--- src/rtl/bcd_cal_pkg.sv ---
package bcd_cal_pkg;

  localparam int NF     = 8;
  localparam int F_SEC  = 0;
  localparam int F_MIN  = 1;
  localparam int F_HOUR = 2;
  localparam int F_DOW  = 3;
  localparam int F_DATE = 4;
  localparam int F_MON  = 5;
  localparam int F_YEAR = 6;
  localparam int F_CENT = 7;

  typedef logic [7:0] bcd8_t;

  function automatic bcd8_t bcd_inc(bcd8_t v);
    logic [3:0] hi, lo;
    hi = v[7:4];
    lo = v[3:0];
    if (lo >= 4'd9) return {hi + 4'd1, 4'd0};
    return {hi, lo + 4'd1};
  endfunction

  function automatic int bcd_to_bin(bcd8_t v);
    return int'(v[7:4]) * 10 + int'(v[3:0]);
  endfunction

  function automatic logic is_leap(bcd8_t year);
    return (bcd_to_bin(year) % 4) == 0;
  endfunction

  function automatic bcd8_t month_last_day(bcd8_t month, logic leap);
    case (month)
      8'h02:                      return leap ? 8'h29 : 8'h28;
      8'h04, 8'h06, 8'h09, 8'h11: return 8'h30;
      default:                    return 8'h31;
    endcase
  endfunction

  function automatic bcd8_t field_reset(int idx);
    case (idx)
      F_DOW, F_DATE, F_MON: return 8'h01;
      F_CENT:               return 8'h20;
      default:              return 8'h00;
    endcase
  endfunction

  function automatic bcd8_t field_low(int idx);
    case (idx)
      F_DOW, F_DATE, F_MON: return 8'h01;
      default:              return 8'h00;
    endcase
  endfunction

  function automatic bcd8_t field_max(int idx);
    case (idx)
      F_SEC, F_MIN: return 8'h59;
      F_HOUR:       return 8'h23;
      F_DOW:        return 8'h07;
      F_DATE:       return 8'h31;
      F_MON:        return 8'h12;
      default:      return 8'h99;
    endcase
  endfunction

endpackage

--- src/rtl/bcd_prescaler.sv ---
module bcd_prescaler #(
  parameter int DIV_BITS = 15,
  parameter int TEST_TAP = 5
) (
  input  logic clk,
  input  logic rst_n,
  input  logic tick_en,
  input  logic halt,
  input  logic clear,
  output logic sec_tick,
  output logic tap_bit
);

  logic [DIV_BITS-1:0] cnt_q;

  always_ff @(posedge clk) begin
    if (!rst_n)               cnt_q <= '0;
    else if (halt || clear)   cnt_q <= '0;
    else if (tick_en)         cnt_q <= cnt_q + 1'b1;
  end

  assign sec_tick = tick_en && !halt && (&cnt_q);
  assign tap_bit  = cnt_q[TEST_TAP];

endmodule

--- src/rtl/bcd_field_reg.sv ---
module bcd_field_reg
  import bcd_cal_pkg::*;
#(
  parameter bcd8_t RESET_VAL = 8'h00,
  parameter bcd8_t LOW_VAL   = 8'h00
) (
  input  logic  clk,
  input  logic  rst_n,
  input  logic  load,
  input  bcd8_t load_val,
  input  logic  step,
  input  logic  at_top,
  output bcd8_t value
);

  bcd8_t val_q;

  always_ff @(posedge clk) begin
    if (!rst_n)      val_q <= RESET_VAL;
    else if (load)   val_q <= load_val;
    else if (step)   val_q <= at_top ? LOW_VAL : bcd_inc(val_q);
  end

  assign value = val_q;

endmodule

--- src/rtl/bcd_calendar_chain.sv ---
module bcd_calendar_chain
  import bcd_cal_pkg::*;
#(
  parameter int DIV_BITS = 15,
  parameter int TEST_TAP = 5
) (
  input  logic       clk,
  input  logic       rst_n,
  input  logic       tick_en,
  input  logic       ft_en,
  input  logic       load_valid,
  output logic       load_ready,
  input  logic [7:0] ld_sec,
  input  logic [7:0] ld_min,
  input  logic [7:0] ld_hour,
  input  logic [7:0] ld_dow,
  input  logic [7:0] ld_date,
  input  logic [7:0] ld_month,
  input  logic [7:0] ld_year,
  input  logic [7:0] ld_cent,
  output logic [7:0] sec_o,
  output logic [7:0] min_o,
  output logic [7:0] hour_o,
  output logic [7:0] dow_o,
  output logic [7:0] date_o,
  output logic [7:0] month_o,
  output logic [7:0] year_o,
  output logic [7:0] cent_o,
  output logic       test_wave
);

  logic  stop_q;
  logic  sec_tick;
  logic  tap_bit;
  logic  load_acc;
  bcd8_t val   [NF];
  bcd8_t lim   [NF];
  bcd8_t ld_v  [NF];
  logic  at_top[NF];
  logic  step  [NF];

  assign load_ready = !sec_tick;
  assign load_acc   = load_valid && load_ready;

  always_ff @(posedge clk) begin
    if (!rst_n)        stop_q <= 1'b0;
    else if (load_acc) stop_q <= ld_sec[7];
  end

  bcd_prescaler #(
    .DIV_BITS(DIV_BITS),
    .TEST_TAP(TEST_TAP)
  ) u_presc (
    .clk     (clk),
    .rst_n   (rst_n),
    .tick_en (tick_en),
    .halt    (stop_q),
    .clear   (load_acc),
    .sec_tick(sec_tick),
    .tap_bit (tap_bit)
  );

  always_comb begin
    ld_v[F_SEC]  = {1'b0, ld_sec[6:0]};
    ld_v[F_MIN]  = ld_min;
    ld_v[F_HOUR] = ld_hour;
    ld_v[F_DOW]  = ld_dow;
    ld_v[F_DATE] = ld_date;
    ld_v[F_MON]  = ld_month;
    ld_v[F_YEAR] = ld_year;
    ld_v[F_CENT] = ld_cent;
  end

  always_comb begin
    for (int i = 0; i < NF; i++) lim[i] = field_max(i);
    lim[F_DATE] = month_last_day(val[F_MON], is_leap(val[F_YEAR]));
    for (int i = 0; i < NF; i++) at_top[i] = (val[i] >= lim[i]);
  end

  // carry network: date and day of week both follow the hour wrap
  always_comb begin
    step[F_SEC]  = sec_tick;
    step[F_MIN]  = step[F_SEC]  && at_top[F_SEC];
    step[F_HOUR] = step[F_MIN]  && at_top[F_MIN];
    step[F_DOW]  = step[F_HOUR] && at_top[F_HOUR];
    step[F_DATE] = step[F_HOUR] && at_top[F_HOUR];
    step[F_MON]  = step[F_DATE] && at_top[F_DATE];
    step[F_YEAR] = step[F_MON]  && at_top[F_MON];
    step[F_CENT] = step[F_YEAR] && at_top[F_YEAR];
  end

  for (genvar i = 0; i < NF; i++) begin : g_field
    bcd_field_reg #(
      .RESET_VAL(field_reset(i)),
      .LOW_VAL  (field_low(i))
    ) u_reg (
      .clk     (clk),
      .rst_n   (rst_n),
      .load    (load_acc),
      .load_val(ld_v[i]),
      .step    (step[i]),
      .at_top  (at_top[i]),
      .value   (val[i])
    );
  end

  assign sec_o     = {stop_q, val[F_SEC][6:0]};
  assign min_o     = val[F_MIN];
  assign hour_o    = val[F_HOUR];
  assign dow_o     = val[F_DOW];
  assign date_o    = val[F_DATE];
  assign month_o   = val[F_MON];
  assign year_o    = val[F_YEAR];
  assign cent_o    = val[F_CENT];
  assign test_wave = ft_en && !stop_q && tap_bit;

endmodule

--- config.mk ---
export PLATFORM = sky130hd
export DESIGN_NAME = bcd_calendar_chain
export DESIGN_NICKNAME = d
export VERILOG_FILES = /design/src/rtl/bcd_cal_pkg.sv /design/src/rtl/bcd_prescaler.sv /design/src/rtl/bcd_field_reg.sv /design/src/rtl/bcd_calendar_chain.sv
export SDC_FILE = /design/constraint.sdc
export NUM_CORES = 1
export LEC_CHECK = 0
export BUFFER_PORTS_ARGS = -buffer_cell sky130_fd_sc_hd__buf_2
export CAP_MARGIN = 10
export CORE_MARGIN = 4
export CORE_UTILIZATION = 49
export DETAILED_ROUTE_END_ITERATION = 10
export GPL_ROUTABILITY_DRIVEN = 0
export MAX_ROUTING_LAYER = met4
export PLACE_DENSITY = 0.77
export SETUP_SLACK_MARGIN = 0.1
export SYNTH_ARGS = -nofsm -noshare
export SYNTH_HDL_FRONTEND = slang
export SYNTH_SLANG_ARGS = --single-unit
--- constraint.sdc ---
create_clock -name clk -period 2.8 [get_ports clk]
set_input_delay 0.56 -clock clk [delete_from_list [all_inputs] [get_ports clk]]
set_output_delay 0.56 -clock clk [all_outputs]
set_load 0.02 [all_outputs]
==> results of run 1 <==
[cell type report]
class | instances | area [sq um]
clock buffer | 9 | 124
tap | 140 | 175
clock inverter | 7 | 71.3
timing repair buffer | 180 | 1090
fill | 930 | 4000
antenna | 1 | 2.50
multi-input combinational | 514 | 3670
sequential | 80 | 1610
inverter | 37 | 144
[flip-flops by register name, indices dropped and copies added, names as in the netlist]
name,count
u_presc.cnt_q,15
g_field.u_reg.value,64
stop_q,1
[repair_timing]
action | in CTS | in global routing
endpoints found under the hold margin | 0 | 0
setup endpoints to repair | 32 | 38
setup buffers | 2 | 4
gates cloned | 0 | 0
gates resized for setup | 21 | 16
pin swaps | 7 | 20
[layout by cell type, fill, tap and decap left out, types with 10 or more instances in the layout]
master / count
a21oi_1: 37
a31oi_1: 27
and2_1: 12
buf_2: 134
buf_4: 36
dfxtp_1: 76
ha_1: 43
inv_1: 33
mux2i_1: 12
nand2_1: 43
nand3_1: 20
nand4_1: 11
nor2_1: 45
nor3_1: 22
o211ai_1: 12
o21ai_0: 51
o31ai_1: 10
xnor2_1: 10
[routing by layer]
metal / part of all wire / GRT usage / vias to the layer above
li1: - / - / 2787
met1: 0.42 / 0.320 / 2740
met2: 0.49 / 0.417 / 231
met3: 0.068 / 0.0361 / 34
met4: 0.026 / 0.110 / 0
met5: 0 / - / -
[power by group]
group          leakage [nW]  switching, mW  internal, mW
registers             0.660         0.0868          1.20
logic                  2.24          0.395         0.289
clock network        0.0916          0.474         0.412
total                  2.99          0.956          1.90
[Yosys cell counts (all sizes together) (6+ instances only)]
master  number  area share
dfxtp       80        0.29
o21ai       56       0.051
ha          47        0.11
nor2        46       0.032
nand2       44       0.030
a21oi       38       0.035
inv         37       0.025
a31oi       27       0.031
nor3        24       0.022
buf         23       0.027
clkbuf      23       0.016
nand3       23       0.021
nand4       16       0.026
and2        13       0.015
a211oi      12       0.016
mux2i       12       0.022
o211ai      12       0.016
nor4        11       0.018
o31ai       10       0.014
or3         10       0.011
xnor2       10       0.016
xor2         8       0.013
nand4b       7       0.011
or4          7       0.010
a21o         6      0.0082
and3         6      0.0069
o21a         6      0.0082
or3b         6      0.0096
[critical path: cells and delay by family, from the launching register on]
kind | cells | cell delay (ps)
adder cells (fa/ha/maj) | 2 | 450
AO/OA/AOI/OAI | 6 | 850
AND/OR/NAND/NOR | 4 | 800
flip-flops | 1 | 380
buffers and inverters | 3 | 400
[kinds of logic (layout without fill, tap and decap cells)]
kind of cell / count (synthesis) / in the layout / share of synthesized area
AO/OA/AOI/OAI: 200 / 200 / 0.233
XOR/XNOR: 18 / 18 / 0.0288
adder cells (fa/ha/maj): 47 / 47 / 0.108
buffers and inverters: 83 / 233 / 0.0677
flip-flops: 80 / 80 / 0.293
multiplexers: 12 / 12 / 0.0220
other: 0 / 1 / 0
AND/OR/NAND/NOR: 237 / 237 / 0.248
[worst min path at each step]
stage	start	end	slack (ps)
3_5_place_dp	g_field[2].u_reg.value[6]$_SDFFE_PN0P_	g_field[2].u_reg.value[6]$_SDFFE_PN0P_	480
4_1_cts	ld_hour[6]	g_field[2].u_reg.value[6]$_SDFFE_PN0P_	400
2_1_floorplan	stop_q$_SDFFE_PN0P_	stop_q$_SDFFE_PN0P_	460
5_1_grt	ld_month[3]	g_field[5].u_reg.value[3]$_SDFFE_PN0P_	410
6_report	ld_hour[6]	g_field[2].u_reg.value[6]$_SDFFE_PN0P_	410
3_3_place_gp	g_field[2].u_reg.value[7]$_SDFFE_PN0P_	g_field[2].u_reg.value[7]$_SDFFE_PN0P_	460
[through the flow]
step	setup TNS (ps)	area, sq um	total power, mW
after global placement	-5.65	6500	1.91
after CTS	-125	6800	2.83
after detailed placement	-2620	6500	1.94
after floorplan	-18.8	5530	1.69
final	-3060	6890	2.85
after global routing	-9470	6890	2.99
==> flow_summary.ini, run 1 <==
[power_and_ir_drop]
p_per_area_nw_per_um2 = 414
leakage_nw = 2.99
ir_worst_vdd_mv = 0.231

[clock_tree]
cts_tree = yes
cts_buffer_depth = 2
clkTransAtPathRegs_ps = 90
clkLatencyLatePin_ps = 370
hold_buffers = 0
numCtsBuffers = 9
root_buffer = clkbuf_8
cts.sinks = 80
cts.htree.levels = 3

[drt]
vias = 5792
antenna_left = 0
first_pass_iters = 4
drt_iter0_markers = 362
post_drt_via_cell_ratio = 5.98
drt_wl_total_microns = 16500
drc_errors = 0
routedWlPerCell_microns = 17.1

[floorplanning]
initial_core_util = 0.502
coreArea_sq_um = 10900
die_area_sq_um = 12900
die_w_microns = 114
ioPinCount = 135
die_h_microns = 114
std_cell_rows = 38

[worst_setup_path]
cpMaxStageDelayCell = dfxtp_4
cpPeakStageDelay_ps = 380
rrSetupSlack_ps = -180
endpoint = g_field[5].u_reg.value[0]$_SDFFE_PN1P_
startpoint_type = flip-flop
cp.arrival_ps = 3250
r2r_end = g_field[5].u_reg.value[0]$_SDFFE_PN1P_
critical_path_class = reg2reg
r2r_start = g_field[5].u_reg.value[0]$_SDFFE_PN1P_
critPathMaxFanout = 5
cp_common_cell = a21oi_1
path_cells = inv_4, ha_4, o211ai_1, a21oi_1, a31oi_1, nor3_2, a21oi_1, ha_1, nor4b_4, o21ai_4, buf_4, nor2_4, buf_6, nor4_1, o311ai_1
crit_start = g_field[5].u_reg.value[0]$_SDFFE_PN1P_
critPathRequiredTime_ps = 3060
critPathCaptureType = flip-flop
reg2reg_depth = 15

[run_status]
violations = setup timing
status = finished with violations

[grt]
grt.overflow.total = 0
gr-usage-all-layers = 0.257
grt_max_degree = 54
antenna_found_initial = 1
grt_pass1_vias = 5651
grt_first_pass_wirelength_microns = 26800

[sta]
tightest_slew_ps = 733
hold_viol = 0
min_period_ps = 2980
rsz0062_at_grt = true
final.setup.worst_slack_ps = -185
setup_viol_count_final = 30
max_freq_ghz = 0.335
slew_headroom = 0.512
skew_ps = 12.7
period_share = 1.07
drv_slew = 0
whs_ps = 410

[hold_path]
hold_class = in2reg
whs_path_depth = 3

[logic_synthesis]
synthArstFlopShare = 0
synthDistinctLibCells = 68
synth-edff-count = 0
synth_fp_nets = 793
syn_inst = 677
avgSynthCellArea_sq_um = 8.08
ys_ff_latch = 80
seq_area_frac_synth = 0.293
netlist_area_sq_um = 5470
synth_warnings = 0
synthFlopType = dfxtp_1

[placed_design]
numPlacedInstances = 946
io_buffers = 134
hpwl_microns = 12000
dp_slack_ps = -238

[cells_and_area]
drive_above_1_share = 0.304
syn_to_final_growth_pct = 25.9
nets = 938
utilization = 0.633
final_cells = 968

[job]
maxCapViolCount = 0
Note: power is estimated with default switching activity, not from simulation.
==> inputs of run 2 (changes only) <==
REMOVE_ABC_BUFFERS = 1   (was not set)
==> run 2 against run 1 <==
The run still ends with setup timing left. Sequential share of layout area down 0.31 points. Maximum frequency down 3.2%. Clock skew down 2.6 ps. Power up 0.23%. Utilization up 0.71 points. Wire length up 3.2%. Flip-flop and latch count unchanged. Highest routed layer unchanged.
==> flow_summary.ini, run 2 (same netlist as run 1, synthesis figures left out) <==
[run_status]
status = finished with violations
violations = setup timing

[hold_path]
hold_class = in2reg

[cells_and_area]
nets = 953
layout_common_cells = buf_2 (134), dfxtp_1 (77), buf_4 (58)
layout_commonest_cell = buf_2
fin_area_sq_um = 6970
utilization = 0.640
largest_reg_flops = 64
drive_above_1_share = 0.316
multiInputGateArea_sq_um = 3700
num_antenna_cells = 0
n_fill_cell = 926
regArea_sq_um = 1610
syn_to_final_growth_pct = 27.4

[sta]
skew_ps = 10.1
max_freq_ghz = 0.324
rsz0062_at_grt = true
hold_viol = 0
min_period_ps = 3080
setup_tns_ps = -2270
setup_viol_count_final = 24
drv_slew = 0
tightest_slew_ps = 721
period_share = 1.10
final.setup.worst_slack_ps = -283
slew_headroom = 0.519

[floorplanning]
die_h_microns = 114
die_w_microns = 114
ioPinCount = 135
die_area_sq_um = 12900
initial_core_util = 0.502
std_cell_rows = 38
coreArea_sq_um = 10900

[worst_setup_path]
path_cells = buf_4, ha_1, nand3b_1, a21oi_1, a31oi_1, nor3_2, a21oi_1, ha_1, nor4b_4, o21a_1, nand2_2, or4b_4, a31oi_4
cp.buffers_inverters = 1
cpPeakStageDelay_ps = 580
critical_path_class = reg2reg
critPathCaptureType = flip-flop
crit_family = simple AND/OR/NAND/NOR gates
critPathMaxFanout = 4
critPathRequiredTime_ps = 3090
cp.arrival_ps = 3380
cpMaxStageDelayCell = or4b_4
startpoint_type = flip-flop

[drt]
post_drt_via_cell_ratio = 6.00
antenna_left = 0
vias = 5888
first_pass_iters = 6
drt_iter0_markers = 477
drt_wl_total_microns = 17000
drc_errors = 0
routedWlPerCell_microns = 17.4

[placed_design]
place_area_sq_um = 6480
hpwl_microns = 12100
io_buffers = 134

[grt]
grt_first_pass_wirelength_microns = 26600
antenna_found_initial = 0
grt_max_degree = 25
grt_pass1_vias = 5592
grt.overflow.total = 0
gr-usage-all-layers = 0.258

[job]
maxCapViolCount = 0

[power_and_ir_drop]
p_per_area_nw_per_um2 = 410
seqPwrFrac = 0.447
swShare = 0.326
leakage_nw = 3.06
power_frac_comb = 0.249
p_sw_uw = 933
ir_worst_vdd_mv = 0.271
pwr-share-clk = 0.304
p_int_mw = 1.93
p_total_mw = 2.86

[clock_tree]
cts.sinks = 80
cts_tree = yes
clkLatencyLatePin_ps = 370
root_buffer = clkbuf_8
numCtsBuffers = 9
clkTransAtPathRegs_ps = 80
cts.htree.levels = 3
cts_buffer_depth = 2
run 2: changes by cell type in the layout (fill, tap and decap cells not counted), moves of 2 or more:
cell and change:
buf_6 -4, clkinvlp_4 -3, nor4_2 +2, buf_12 -3, nand3_2 -2, nor4_1 -3, nand3_1 +2, buf_4 +22
run 2: per-stage QoR:
stage / setup slack (ps) / hold WS (ps) / cells
after floorplan: -3930 / 474 / 631
after global placement: -115 / 459 / 955
after detailed placement: -261 / 474 / 955
after CTS: 7.56 / 397 / 977
after global routing: -386 / 401 / 981
final: -283 / 407 / 981
run 2: tightest hold or removal path, cell delays in order:
cell	delay, ps
buf_2	70
nand3_1	50
nand3_1	60
run 2: routing by layer:
metal	GRT usage	share of wire
met5	-	0
met2	0.420	0.48
met1	0.328	0.43
met4	0.0905	0.022
met3	0.0366	0.075
run 2: power groups by stage:
stage / clock [mW] / sequential (mW) / combinational (mW)
6_report: 0.870 / 1.28 / 0.711
5_1_grt: 0.924 / 1.29 / 0.773
4_1_cts: 0.882 / 1.27 / 0.673
3_5_place_dp: 0 / 1.30 / 0.639
3_3_place_gp: 0 / 1.29 / 0.618
2_1_floorplan: 0 / 1.36 / 0.296
run 2: path summary, 6_finish.rpt:
check                                          from                                      to  slack (ps)  cells after the start
min reg2reg  g_field[2].u_reg.value[6]$_SDFFE_PN0P_  g_field[2].u_reg.value[6]$_SDFFE_PN0P_         480                      2
max reg2reg  g_field[5].u_reg.value[0]$_SDFFE_PN1P_  g_field[4].u_reg.value[3]$_SDFFE_PN0P_        -280                     13
max          g_field[5].u_reg.value[0]$_SDFFE_PN1P_  g_field[4].u_reg.value[3]$_SDFFE_PN0P_        -280                     13
min                                     ld_month[3]  g_field[5].u_reg.value[3]$_SDFFE_PN0P_         410                      3
run 2: final cells by class:
cell class / instances / area share
clock buffers: 11 / 0.0203
clock inverters: 4 / 0.00647
inverters: 37 / 0.0207
multi-input cells: 514 / 0.532
flip-flops and latches: 80 / 0.231
well taps: 140 / 0.0251
repair buffers: 195 / 0.165
run 2: timing repair:
item	4_1_cts	5_1_grt
pin swaps	9	8
setup buffers	7	4
gates resized for setup	32	21
endpoints found under the setup margin	31	35
hold buffers	0	0
